`config.mk`:
```
export PLATFORM = sky130hd
export DESIGN_NAME = seg_xlate_top
export DESIGN_NICKNAME = d
export VERILOG_FILES = /design/src/rtl/seg_xlate_pkg.sv /design/src/rtl/seg_table.sv /design/src/rtl/seg_check_add.sv /design/src/rtl/xlate_rsp_reg.sv /design/src/rtl/seg_xlate_top.sv
export SDC_FILE = /design/constraint.sdc
export NUM_CORES = 1
export LEC_CHECK = 0
export ABC_AREA = 0
export BUFFER_PORTS_ARGS = -buffer_cell sky130_fd_sc_hd__buf_2
export CORE_ASPECT_RATIO = 0.6
export CORE_UTILIZATION = 46
export CTS_BUF_LIST = sky130_fd_sc_hd__clkbuf_8
export DETAILED_ROUTE_END_ITERATION = 10
export PLACE_DENSITY_LB_ADDON = 0.05
export SLEW_MARGIN = 10
export SYNTH_ARGS = -nofsm -noshare
export SYNTH_HDL_FRONTEND = slang
export SYNTH_SLANG_ARGS = --single-unit
```
`constraint.sdc`:
```
create_clock -name clk -period 3 [get_ports clk]
set_input_delay 0.3 -clock clk [delete_from_list [all_inputs] [get_ports clk]]
set_output_delay 0.3 -clock clk [all_outputs]
set_load 0.01 [all_outputs]
```
`src/rtl/seg_xlate_pkg.sv`:
```
package seg_xlate_pkg;
  localparam int unsigned VA_W_DEF     = 32;
  localparam int unsigned PA_W_DEF     = 30;
  localparam int unsigned SEG_BITS_DEF = 2;
endpackage

```
`src/rtl/seg_table.sv`:
```
module seg_table #(
  parameter int unsigned SEG_BITS = 2,
  parameter int unsigned PA_W     = 30,
  parameter int unsigned OFF_W    = 30
) (
  input  logic                clk,
  input  logic                rst_n,
  input  logic                wr_en,
  input  logic [SEG_BITS-1:0] wr_idx,
  input  logic [PA_W-1:0]     wr_base,
  input  logic [OFF_W-1:0]    wr_limit,
  input  logic                wr_vld,
  input  logic [SEG_BITS-1:0] rd_idx,
  output logic [PA_W-1:0]     rd_base,
  output logic [OFF_W-1:0]    rd_limit,
  output logic                rd_vld
);
  localparam int unsigned NSEG = 1 << SEG_BITS;

  logic [PA_W-1:0]  base_q  [NSEG];
  logic [OFF_W-1:0] limit_q [NSEG];
  logic [NSEG-1:0]  vld_q, vld_d;
  logic [NSEG-1:0]  ent_en;

  for (genvar g = 0; g < NSEG; g++) begin : g_ent
    assign ent_en[g] = wr_en && (wr_idx == SEG_BITS'(g));

    always_ff @(posedge clk) begin
      if (ent_en[g]) begin
        base_q[g]  <= wr_base;
        limit_q[g] <= wr_limit;
      end
    end

    always_comb begin
      vld_d[g] = vld_q[g];
      if (ent_en[g]) vld_d[g] = wr_vld;
    end
  end

  always_ff @(posedge clk or negedge rst_n) begin
    if (!rst_n) vld_q <= '0;
    else        vld_q <= vld_d;
  end

  assign rd_base  = base_q[rd_idx];
  assign rd_limit = limit_q[rd_idx];
  assign rd_vld   = vld_q[rd_idx];

  // a write stores exactly the valid bit it carried
  assert_wr_vld_R10: assert property (@(posedge clk) disable iff (!rst_n)
    wr_en |=> (vld_q[$past(wr_idx)] == $past(wr_vld)));
endmodule

```
`src/rtl/seg_check_add.sv`:
```
module seg_check_add #(
  parameter int unsigned PA_W  = 30,
  parameter int unsigned OFF_W = 30
) (
  input  logic [PA_W-1:0]  base,
  input  logic [OFF_W-1:0] limit,
  input  logic             vld,
  input  logic [OFF_W-1:0] offset,
  output logic [PA_W-1:0]  paddr,
  output logic             fault
);
  logic [PA_W-1:0] sum;
  logic            over;

  always_comb begin
    sum   = base + PA_W'(offset);
    over  = offset > limit;
    fault = !vld || over;
    paddr = fault ? '0 : sum;
  end
endmodule

```
`src/rtl/xlate_rsp_reg.sv`:
```
module xlate_rsp_reg #(
  parameter int unsigned PA_W = 30
) (
  input  logic            clk,
  input  logic            rst_n,
  input  logic            load,
  input  logic            take,
  input  logic [PA_W-1:0] d_paddr,
  input  logic            d_fault,
  output logic            q_valid,
  output logic [PA_W-1:0] q_paddr,
  output logic            q_fault
);
  logic valid_d;

  always_comb begin
    valid_d = q_valid;
    if (take)  valid_d = 1'b0;
    if (load)  valid_d = 1'b1;
  end

  always_ff @(posedge clk or negedge rst_n) begin
    if (!rst_n) q_valid <= 1'b0;
    else        q_valid <= valid_d;
  end

  always_ff @(posedge clk) begin
    if (load) begin
      q_paddr <= d_paddr;
      q_fault <= d_fault;
    end
  end
endmodule

```
`src/rtl/seg_xlate_top.sv`:
```
module seg_xlate_top
  import seg_xlate_pkg::*;
#(
  parameter int unsigned VA_W     = VA_W_DEF,
  parameter int unsigned PA_W     = PA_W_DEF,
  parameter int unsigned SEG_BITS = SEG_BITS_DEF
) (
  input  logic                     clk,
  input  logic                     rst_n,
  input  logic                     cfg_we,
  input  logic [SEG_BITS-1:0]      cfg_idx,
  input  logic [PA_W-1:0]          cfg_base,
  input  logic [VA_W-SEG_BITS-1:0] cfg_limit,
  input  logic                     cfg_valid,
  input  logic                     req_valid,
  output logic                     req_ready,
  input  logic [VA_W-1:0]          req_vaddr,
  output logic                     rsp_valid,
  input  logic                     rsp_ready,
  output logic [PA_W-1:0]          rsp_paddr,
  output logic                     rsp_fault
);
  localparam int unsigned OFF_W = VA_W - SEG_BITS;

  logic [SEG_BITS-1:0] seg;
  logic [OFF_W-1:0]    offset;
  logic [PA_W-1:0]     ent_base;
  logic [OFF_W-1:0]    ent_limit;
  logic                ent_vld;
  logic [PA_W-1:0]     xl_paddr;
  logic                xl_fault;
  logic                accept;

  assign seg       = req_vaddr[VA_W-1 -: SEG_BITS];
  assign offset    = req_vaddr[OFF_W-1:0];
  assign req_ready = !rsp_valid || rsp_ready;
  assign accept    = req_valid && req_ready;

  seg_table #(.SEG_BITS(SEG_BITS), .PA_W(PA_W), .OFF_W(OFF_W)) u_table (
    .clk(clk), .rst_n(rst_n),
    .wr_en(cfg_we), .wr_idx(cfg_idx), .wr_base(cfg_base),
    .wr_limit(cfg_limit), .wr_vld(cfg_valid),
    .rd_idx(seg), .rd_base(ent_base), .rd_limit(ent_limit), .rd_vld(ent_vld)
  );

  seg_check_add #(.PA_W(PA_W), .OFF_W(OFF_W)) u_check (
    .base(ent_base), .limit(ent_limit), .vld(ent_vld), .offset(offset),
    .paddr(xl_paddr), .fault(xl_fault)
  );

  xlate_rsp_reg #(.PA_W(PA_W)) u_rsp (
    .clk(clk), .rst_n(rst_n),
    .load(accept), .take(rsp_valid && rsp_ready),
    .d_paddr(xl_paddr), .d_fault(xl_fault),
    .q_valid(rsp_valid), .q_paddr(rsp_paddr), .q_fault(rsp_fault)
  );

  assert_latency_R7: assert property (@(posedge clk) disable iff (!rst_n)
    accept |=> rsp_valid);

  assert_stall_ready_R8: assert property (@(posedge clk) disable iff (!rst_n)
    (rsp_valid && !rsp_ready) |-> !req_ready);

  assert_stall_hold_R8: assert property (@(posedge clk) disable iff (!rst_n)
    (rsp_valid && !rsp_ready) |=> (rsp_valid && $stable(rsp_paddr) && $stable(rsp_fault)));

  assert_fault_zero_R5: assert property (@(posedge clk) disable iff (!rst_n)
    (rsp_valid && rsp_fault) |-> (rsp_paddr == '0));

  assert_invalid_fault_R6: assert property (@(posedge clk) disable iff (!rst_n)
    (accept && !ent_vld) |=> rsp_fault);
endmodule

```
Word-level counts from Yosys, hierarchy flattened. Memories as Yosys holds them, arrays and structs flattened. Index checks and enable logic that the tools add are counted.

Register bits after elaboration: 36. Bits in writable memories: 240. Input port bits: 100. Output and inout port bits: 33. Logic and storage cells: 63. Memories kept: 2.

Memory list: u_table.base_q (words 4, bits a word 30, read ports 1, clocked after memory_dff 0, write ports 1, line seg_table.sv:20) `logic [PA_W-1:0] base_q [NSEG];`; u_table.limit_q (words 4, bits a word 30, read ports 1, clocked after memory_dff 0, write ports 1, line seg_table.sv:21) `logic [OFF_W-1:0] limit_q [NSEG];`.

Add/sub/neg operators: 1. Magnitude comparators: 2. Equality and inequality tests: 3. Mux-type cells: 30. Reductions and logical operators: 18.

Operators with widths (count): two-way mux 30 bit (6); OR reduction 30 bit (6); adder 30 bit (1); > comparator 30 bit (1); two-way mux 1 bit (17); two-way mux 2 bit (6); logical AND 1 bit (6); == test 2 bit, second input constant (2); less-than comparator 2 x 3 -> 1 bit, second input constant (1); binary-select mux 1 bit (select 2 bit) (1); == test 2 x 1 -> 1 bit, second input constant (1); logical NOT 1 bit (2); logical NOT 2 bit (1); logical OR 1 bit (2); nonzero test 2 bit (1).

Depth between registers and ports, before layout. Gate-level depths: netlist of run 1.

Depth after elaboration: 8. Depth in mapped cells: 13. Gate-level depth less buffers: 11.

Modules after synthesis. A second synthesis of run 1 with hierarchy kept.

Cell total of the unflattened synthesis: 757. Area total of the unflattened synthesis: 12533.3 um2.

Modules (own cells, without submodules): seg_table (instances 1, cells an instance 328, area an instance 8928.6 um2, sequential area each 7307.0 um2); seg_check_add (instances 1, cells an instance 392, area an instance 2607.5 um2, sequential area each 0.0 um2); xlate_rsp_reg (instances 1, cells an instance 34, area an instance 967.2 um2, sequential area each 955.9 um2); seg_xlate_top (instances 1, cells an instance 3, area an instance 30.0 um2, sequential area each 0.0 um2).

Worst setup path after synthesis of run 1. OpenSTA, ideal clock, no wires.

Path type: input -> register. From: input port cfg_idx[1]. To: register u_table.vld_q[0]. Library setup time: 0.087 ns. Data arrival time: 5.498 ns. Required time: 2.913 ns. Setup slack: -2.585 ns. Stages on the path: 2. Cell sequence: nor3b_1 mux2_2.

Word-level cells in the longest chain between the ends: 2.

RTL lines: start: declaration (line seg_xlate_top.sv:11) `input logic [SEG_BITS-1:0] cfg_idx,`; logical NOT 2 bit (line seg_table.sv:26) `assign ent_en[g] = wr_en && (wr_idx == SEG_BITS'(g));`; logical AND 1 bit (line seg_table.sv:26); end signal: assignment (line seg_table.sv:43) `else vld_q <= vld_d;`; end: declaration (line seg_table.sv:22) `logic [NSEG-1:0] vld_q, vld_d;`.

Every way passes these cells. A chain may end at the register's enable or synchronous reset.

Worst setup path in the final report of run 1.
From: memory u_table.base_q[3][7]. To: register u_rsp.q_paddr[24], data pin.

Word-level cells in the longest chain between the ends: 2.

RTL lines: start: declaration (line seg_table.sv:20); memory read (4 x 30 bit); adder 30 bit (line seg_check_add.sv:16) `sum = base + PA_W'(offset);`; end signal: assignment (line xlate_rsp_reg.sv:29) `q_paddr <= d_paddr;`; end: declaration (line xlate_rsp_reg.sv:11) `output logic [PA_W-1:0] q_paddr,`.

Every way passes these cells.

==> summary.txt, run 1 <==
std cell rows -> 46
CTS tree -> built
gate count of the mapped netlist -> 743
Post-Syn Nets -> 903
RSZ-0062 raised after global routing -> yes
Max rail drop VDD -> 329 uV
Clock Pin Slew Worst Setup and Hold Paths -> 60 ps
largest net degree at the start of global routing -> 33
final instance area -> 16200 um^2
max-slew violation count -> 0
crit start category -> register
Worst Setup End Kind -> register
Slew @ Worst Pin -> 864 ps
CTS Buffer Depth -> 3
routed vias -> 7891
sequential share of power -> 50.1%
commonest non-fill, non-tap cell in the layout -> edfxtp_1
Port Buffers -> 132
crit share post-route -> 101%
Sink Count -> 276
Final Hold Viols -> 0
Residual DRC -> 0
ANT nets after route -> 0
HPWL after detailed placement -> 21.5 mm
leakage -> 6.15 nW
reg2reg start -> u_table.base_q[3][7]
fraction of layout cells with a size suffix above 1 -> 38.8%
Ys Warns -> 0
Fillers -> 2001
antenna violations before repair -> 0
Placed Cells -> 1329
Die W -> 214 um
Worst EP arrival -> 3330 ps
Routed WL per cell -> 20.2 um
max-cap violations -> 0
ys async rst share -> 1.81%
Internal -> 6.76 mW
Worst Skew -> 38.6 ps
io pins -> 133
number of synthesized flops with an enable pin -> 271
non-filler cells, final -> 1472
terminus of the critical flop-to-flop path -> u_rsp.q_paddr[24]
Setup CP Type -> reg2reg
Util after Layout -> 61.4%
drt first-iter violations -> 503
die area -> 27600 um^2
H-tree level count -> 2
clock power share -> 30.7%
Cell variety after synth -> 58
Inserted Clock Buffers -> 41
Initial DRT Pass Iterations -> 5
endpoints failing setup -> 2
prevailing post-synth register cell -> edfxtp_1
Max stage delay cell, worst path -> mux4_2
syn_area_per_cell -> 16.7 um^2
switching share of power -> 25.7%
first-pass GRT wire length -> 45.5 mm
max_slew headroom -> 42.4%
Final nets -> 1244
Worst R2R Path Depth -> 11
GRT overflow -> 0
max incr delay on CP -> 530 ps
PnR worst setup slack -> -27.1 ps
PwrDens -> 561 nW/um^2
Area contributors post-synth -> edfxtp_1, mux4_2, ha_1, a21oi_1, inv_1
area post-placement -> 14500 um^2
DRT Wirelength -> 29.7 mm
Antenna Cells -> 0
Synth top area share -> 65.7%
Psw -> 2.34 mW
worst min path class -> in2async
clock period minus final worst setup slack -> 3030 ps
total power -> 9.10 mW
crit path max fanout -> 5
crit-path cells -> mux4_2 -> ha_4 -> o21a_1 -> o211ai_1 -> buf_4 -> a211oi_4 -> and4bb_4 -> buf_4 -> nor3_2 -> o21a_1 -> nor3_2
combinational share of power -> 19.1%
WP data required -> 3300 ps
cell type with the largest total area after synthesis -> edfxtp_1
Post-Syn Area -> 12400 um^2
Clk Latency, worst-skew pair -> 580 ps
outcome -> complete, but fails checks
starting density of the core -> 46.9%
total global-route track usage -> 22.2%
leading cell types in the layout, fill and taps excluded -> edfxtp_1, buf_2, buf_4
setup slack, reg-to-reg -> -30 ps
setup TNS -> -28.0 ps
clock root cell -> clkbuf_8
die height -> 129 um
flops & latches, synth -> 276
GP Congestion -> 0.898
worst hold slack -> 76.1 ps
fmax -> 330 MHz
failing checks -> setup timing
register area share after synthesis -> 66.7%
core area -> 26400 um^2
vias in the first global route -> 8291
worst slack at placement -> -390 ps
Via density -> 5.36
Layout area overhead -> 31.1%
-- registers in the layout, indices dropped and copies added (netlist names) --
register,flops
u_rsp.q_paddr,30
u_table.vld_q,4
u_table.base_q,120
u_rsp.q_valid,1
u_table.limit_q,120
u_rsp.q_fault,1
-- logic make-up (layout without fill, tap and decap cells) --
group | count (synthesis) | after routing | synth area share [%]
mux | 67 | 67 | 11.6
xor+xnor | 18 | 18 | 1.27
compound gates | 120 | 121 | 6.49
simple gates | 136 | 136 | 5.50
fa+ha+maj | 60 | 60 | 6.12
flops | 276 | 276 | 66.7
buf+inv | 66 | 434 | 2.22
-- cell usage after synthesis (2+ instances only) --
cell	n
o21a_1	7
mux4_2	61
edfxtp_1	271
a211oi_1	8
and2_1	4
or3b_1	2
dfrtp_1	5
nor2b_1	4
o211a_1	2
nor3_1	16
nor4_1	3
nor2_1	35
clkbuf_1	9
nor2_2	2
ha_1	59
nand3_1	12
o21ai_0	22
xor2_1	9
a21o_1	13
inv_1	42
o211ai_1	4
buf_2	12
mux2_2	6
o31ai_2	2
a41oi_1	3
nand2b_1	7
o31ai_1	2
xnor2_1	9
nand4_1	12
nand2_1	30
a21boi_0	2
or3_1	2
a21oi_1	36
o21ai_1	2
o21bai_1	5
-- power by group through the flow --
| stage | Sequential, mW | Combinational (mW) | Clock (mW) |
|---|---|---|---|
| 2_1_floorplan | 4.65 | 0.858 | 0 |
| 3_3_place_gp | 4.63 | 1.51 | 0 |
| 3_5_place_dp | 4.65 | 1.54 | 0 |
| 4_1_cts | 4.57 | 1.62 | 2.86 |
| 5_1_grt | 4.58 | 1.90 | 3.02 |
| 6_report | 4.56 | 1.74 | 2.80 |
-- timing repair --
action / 4_1_cts / 5_1_grt
endpoints found under the hold margin: 250 / 0
resized for setup: 4 / 50
hold buffers: 64 / 0
pin swaps: 4 / 18
buffers inserted: 1 / 6
endpoints found under the setup margin: 26 / 27
cloned: 0 / 1
-- worst max-delay path by stage --
stage	start	to	slack (ps)	cells past startpoint
2_1_floorplan	req_vaddr[30]	u_rsp.q_paddr[28]	-40	13
3_3_place_gp	req_vaddr[30]	u_rsp.q_paddr[20]	-360	15
3_5_place_dp	req_vaddr[30]	u_rsp.q_paddr[20]	-390	15
4_1_cts	u_table.base_q[3][2]	u_rsp.q_paddr[22]	3	9
5_1_grt	u_table.base_q[3][7]	u_rsp.q_paddr[22]	-110	11
6_report	u_table.base_q[3][7]	u_rsp.q_paddr[24]	-30	11
-- critical path: cells and delay by family, from the launching register on --
family | cells | cell delay, ps
AND/OR/NAND/NOR | 3 | 590
multiplexers | 1 | 530
adder cells (fa/ha/maj) | 1 | 320
AO/OA/AOI/OAI | 4 | 670
buffers and inverters | 2 | 310
flip-flops | 1 | 360
-- routing by layer --
layer  track usage (%)  up-vias  wire (um)
met5                 0        -          0
met4              6.51        0        498
li1                  -     3647          -
met3              3.85       44       1460
met1              32.4     4003      14000
met2              34.6      197      13700
-- final cells by class --
cell class	instances	area, um^2	area share (%)
clock buffer	43	592	3.65
clock inverter	28	139	0.856
inverter	42	158	0.972
multi-input combinational	402	4230	26.1
sequential	276	8260	50.9
tap	360	450	2.78
timing repair buffer	321	2400	14.8
(Power assumes the default switching activity.)
==> run 2, diff against run 1 <==
--- a/config.mk
+++ b/config.mk
@@ -15,4 +15,5 @@
 export SLEW_MARGIN = 10
 export SYNTH_ARGS = -nofsm -noshare
 export SYNTH_HDL_FRONTEND = slang
+export SYNTH_HIERARCHICAL = 1
 export SYNTH_SLANG_ARGS = --single-unit
==> run 2 against run 1 <==
  * The run now ends clean
  * Total power fell by 1.0%
  * Synthesized area up 1.2%
  * Sequential cell count did not move
  * Largest power group unchanged
==> summary.txt, run 2 <==
Clock Pin Slew Worst Setup and Hold Paths -> 60 ps
die height -> 130 um
Clk Latency, worst-skew pair -> 560 ps
clock period minus final worst setup slack -> 2910 ps
worst slack at placement -> -477 ps
Cell variety after synth -> 65
leading cell types in the layout, fill and taps excluded -> edfxtp_1, buf_2, buf_4
most instantiated library cell after synthesis -> edfxtp_1
Area contributors post-synth -> edfxtp_1, mux4_2, ha_1, a21oi_1, inv_1
Residual DRC -> 0
Placed Cells -> 1334
std cell rows -> 46
Post-Syn Nets -> 917
routed vias -> 7671
non-filler cells, final -> 1468
leakage -> 6.08 nW
clock root cell -> clkbuf_8
Setup CP Type -> reg2reg
Initial DRT Pass Iterations -> 5
PwrDens -> 567 nW/um^2
setup TNS -> 0 ps
crit start category -> register
Psw -> 2.32 mW
clock power share -> 30.3%
crit path max fanout -> 6
final instance area -> 15900 um^2
WP data required -> 3390 ps
Post-Syn Area -> 12500 um^2
total global-route track usage -> 21.4%
max_slew headroom -> 60.5%
antenna violations before repair -> 0
fraction of layout cells with a size suffix above 1 -> 35.7%
Layout area overhead -> 26.7%
switching share of power -> 25.8%
vias in the first global route -> 8000
Final nets -> 1240
endpoints failing setup -> 0
Via density -> 5.23
crit share post-route -> 96.9%
Worst Setup End Kind -> register
largest net degree at the start of global routing -> 62
Routed WL per cell -> 20.1 um
HPWL after detailed placement -> 20.8 mm
Ys Warns -> 6
Worst EP arrival -> 3300 ps
CTS Buffer Depth -> 3
area post-placement -> 14400 um^2
outcome -> completed
Port Buffers -> 132
Slew @ Worst Pin -> 593 ps
GP Congestion -> 0.846
fmax -> 344 MHz
worst min path class -> in2async
Synth top area share -> 64.9%
CTS tree -> built
Antenna Cells -> 0
H-tree level count -> 2
cell type with the largest total area after synthesis -> edfxtp_1
register area share after synthesis -> 65.9%
Die W -> 215 um
ys async rst share -> 1.81%
io pins -> 133
GRT overflow -> 0
Internal -> 6.68 mW
drt first-iter violations -> 450
commonest non-fill, non-tap cell in the layout -> edfxtp_1
die area -> 27900 um^2
max-cap violations -> 0
DRT Wirelength -> 29.5 mm
Final Hold Viols -> 0
starting density of the core -> 47.1%
Max rail drop VDD -> 321 uV
ANT nets after route -> 0
PnR worst setup slack -> 92.6 ps
commonest cells in the netlist -> edfxtp_1, mux4_2, ha_1
combinational share of power -> 18.8%
syn_area_per_cell -> 16.6 um^2
Inserted Clock Buffers -> 40
largest registers -> u_table/base_q: 120 flops, u_table/limit_q: 120 flops, u_rsp/q_paddr: 30 flops
number of synthesized flops with an enable pin -> 271
sequential share of power -> 50.9%
flops & latches, synth -> 276
gate count of the mapped netlist -> 757
prevailing post-synth register cell -> edfxtp_1
max-slew violation count -> 0
Sink Count -> 276
core area -> 26600 um^2
Worst Skew -> 22.8 ps
first-pass GRT wire length -> 44.7 mm
run 2: cell types whose count changed in the layout (fill, tap and decap cells not counted), moves of 4 or more:
cell,previous run,this run
ha_1,47,55
nand3_1,11,5
a21oi_1,32,41
a211oi_1,7,1
buf_12,12,7
ha_4,12,4
inv_1,51,57
nor3_1,10,6
buf_4,113,107
nor2_1,32,40
and3_1,0,4
run 2: final cells by class:
class	instances	area (um^2)
Clock buffer	41	564
Inverter	47	179
Clock inverter	29	148
Tap cell	360	450
Timing Repair Buffer	307	2220
Sequential cell	276	8260
Fill cell	2165	10700
Multi-Input combinational cell	408	4050
run 2: power groups by stage:
stage	clock network [mW]	logic [mW]	registers [mW]
2_1_floorplan	0	0.858	4.67
3_3_place_gp	0	1.54	4.65
3_5_place_dp	0	1.56	4.67
4_1_cts	2.82	1.64	4.59
5_1_grt	2.97	1.86	4.60
6_report	2.72	1.70	4.58
run 2: cells by family after synthesis:
family	share of synthesized area, %
buffers and inverters	3.15
DFF	65.9
muxes	11.4
adders and majority gates	6.05
xor gates and xnor gates	1.40
and+or+nand+nor	5.65
AOI/OAI and AO/OA	6.39
run 2: metal layers:
layer | wire length, um | up-vias | global-route usage, %
met5 | 0 | - | 0
met4 | 438 | 0 | 5.55
met3 | 1500 | 40 | 4.27
met2 | 13100 | 192 | 33.0
met1 | 14400 | 3804 | 31.5
li1 | - | 3635 | -
run 2: per-stage QoR:
step                      hold WS (ps)  power, mW  util [%]
after floorplan                   4.41       5.53         -
after global placement             118       6.19      54.0
after detailed placement           119       6.23      54.0
after CTS                         50.0       9.04      59.1
after global routing              84.4       9.43      59.7
final                             86.2       9.00      59.7
run 2: timing repair:
action,4_1_cts,5_1_grt
hold buffers,62,0
setup endpoints to repair,1,25
buffers inserted,0,2
endpoints found under the hold margin,248,0
resized for setup,2,30
pin swaps,0,16
run 2: path summary, 6_finish.rpt:
path	startpoint	endpoint	slack [ps]	cells past startpoint
max	u_table/base_q[3][11]	u_rsp/q_paddr[28]	90	10
min	rst_n	u_table/vld_q[1]	90	2
max reg2reg	u_table/base_q[3][11]	u_rsp/q_paddr[28]	90	10
min reg2reg	u_table/vld_q[2]	u_table/vld_q[2]	520	1
max in group asynchronous	rst_n	u_table/vld_q[2]	2780	2
min in group clk	req_vaddr[0]	u_rsp/q_paddr[0]	170	3
run 2: worst max-delay path: stages (launching register included):
cell,delay [ps]
edfxtp_1,370
mux4_2,530
ha_1,320
buf_4,160
a21oi_1,130
o21ai_0,170
buf_4,180
a32o_1,250
or2_1,260
a21oi_1,180
mux2i_1,220
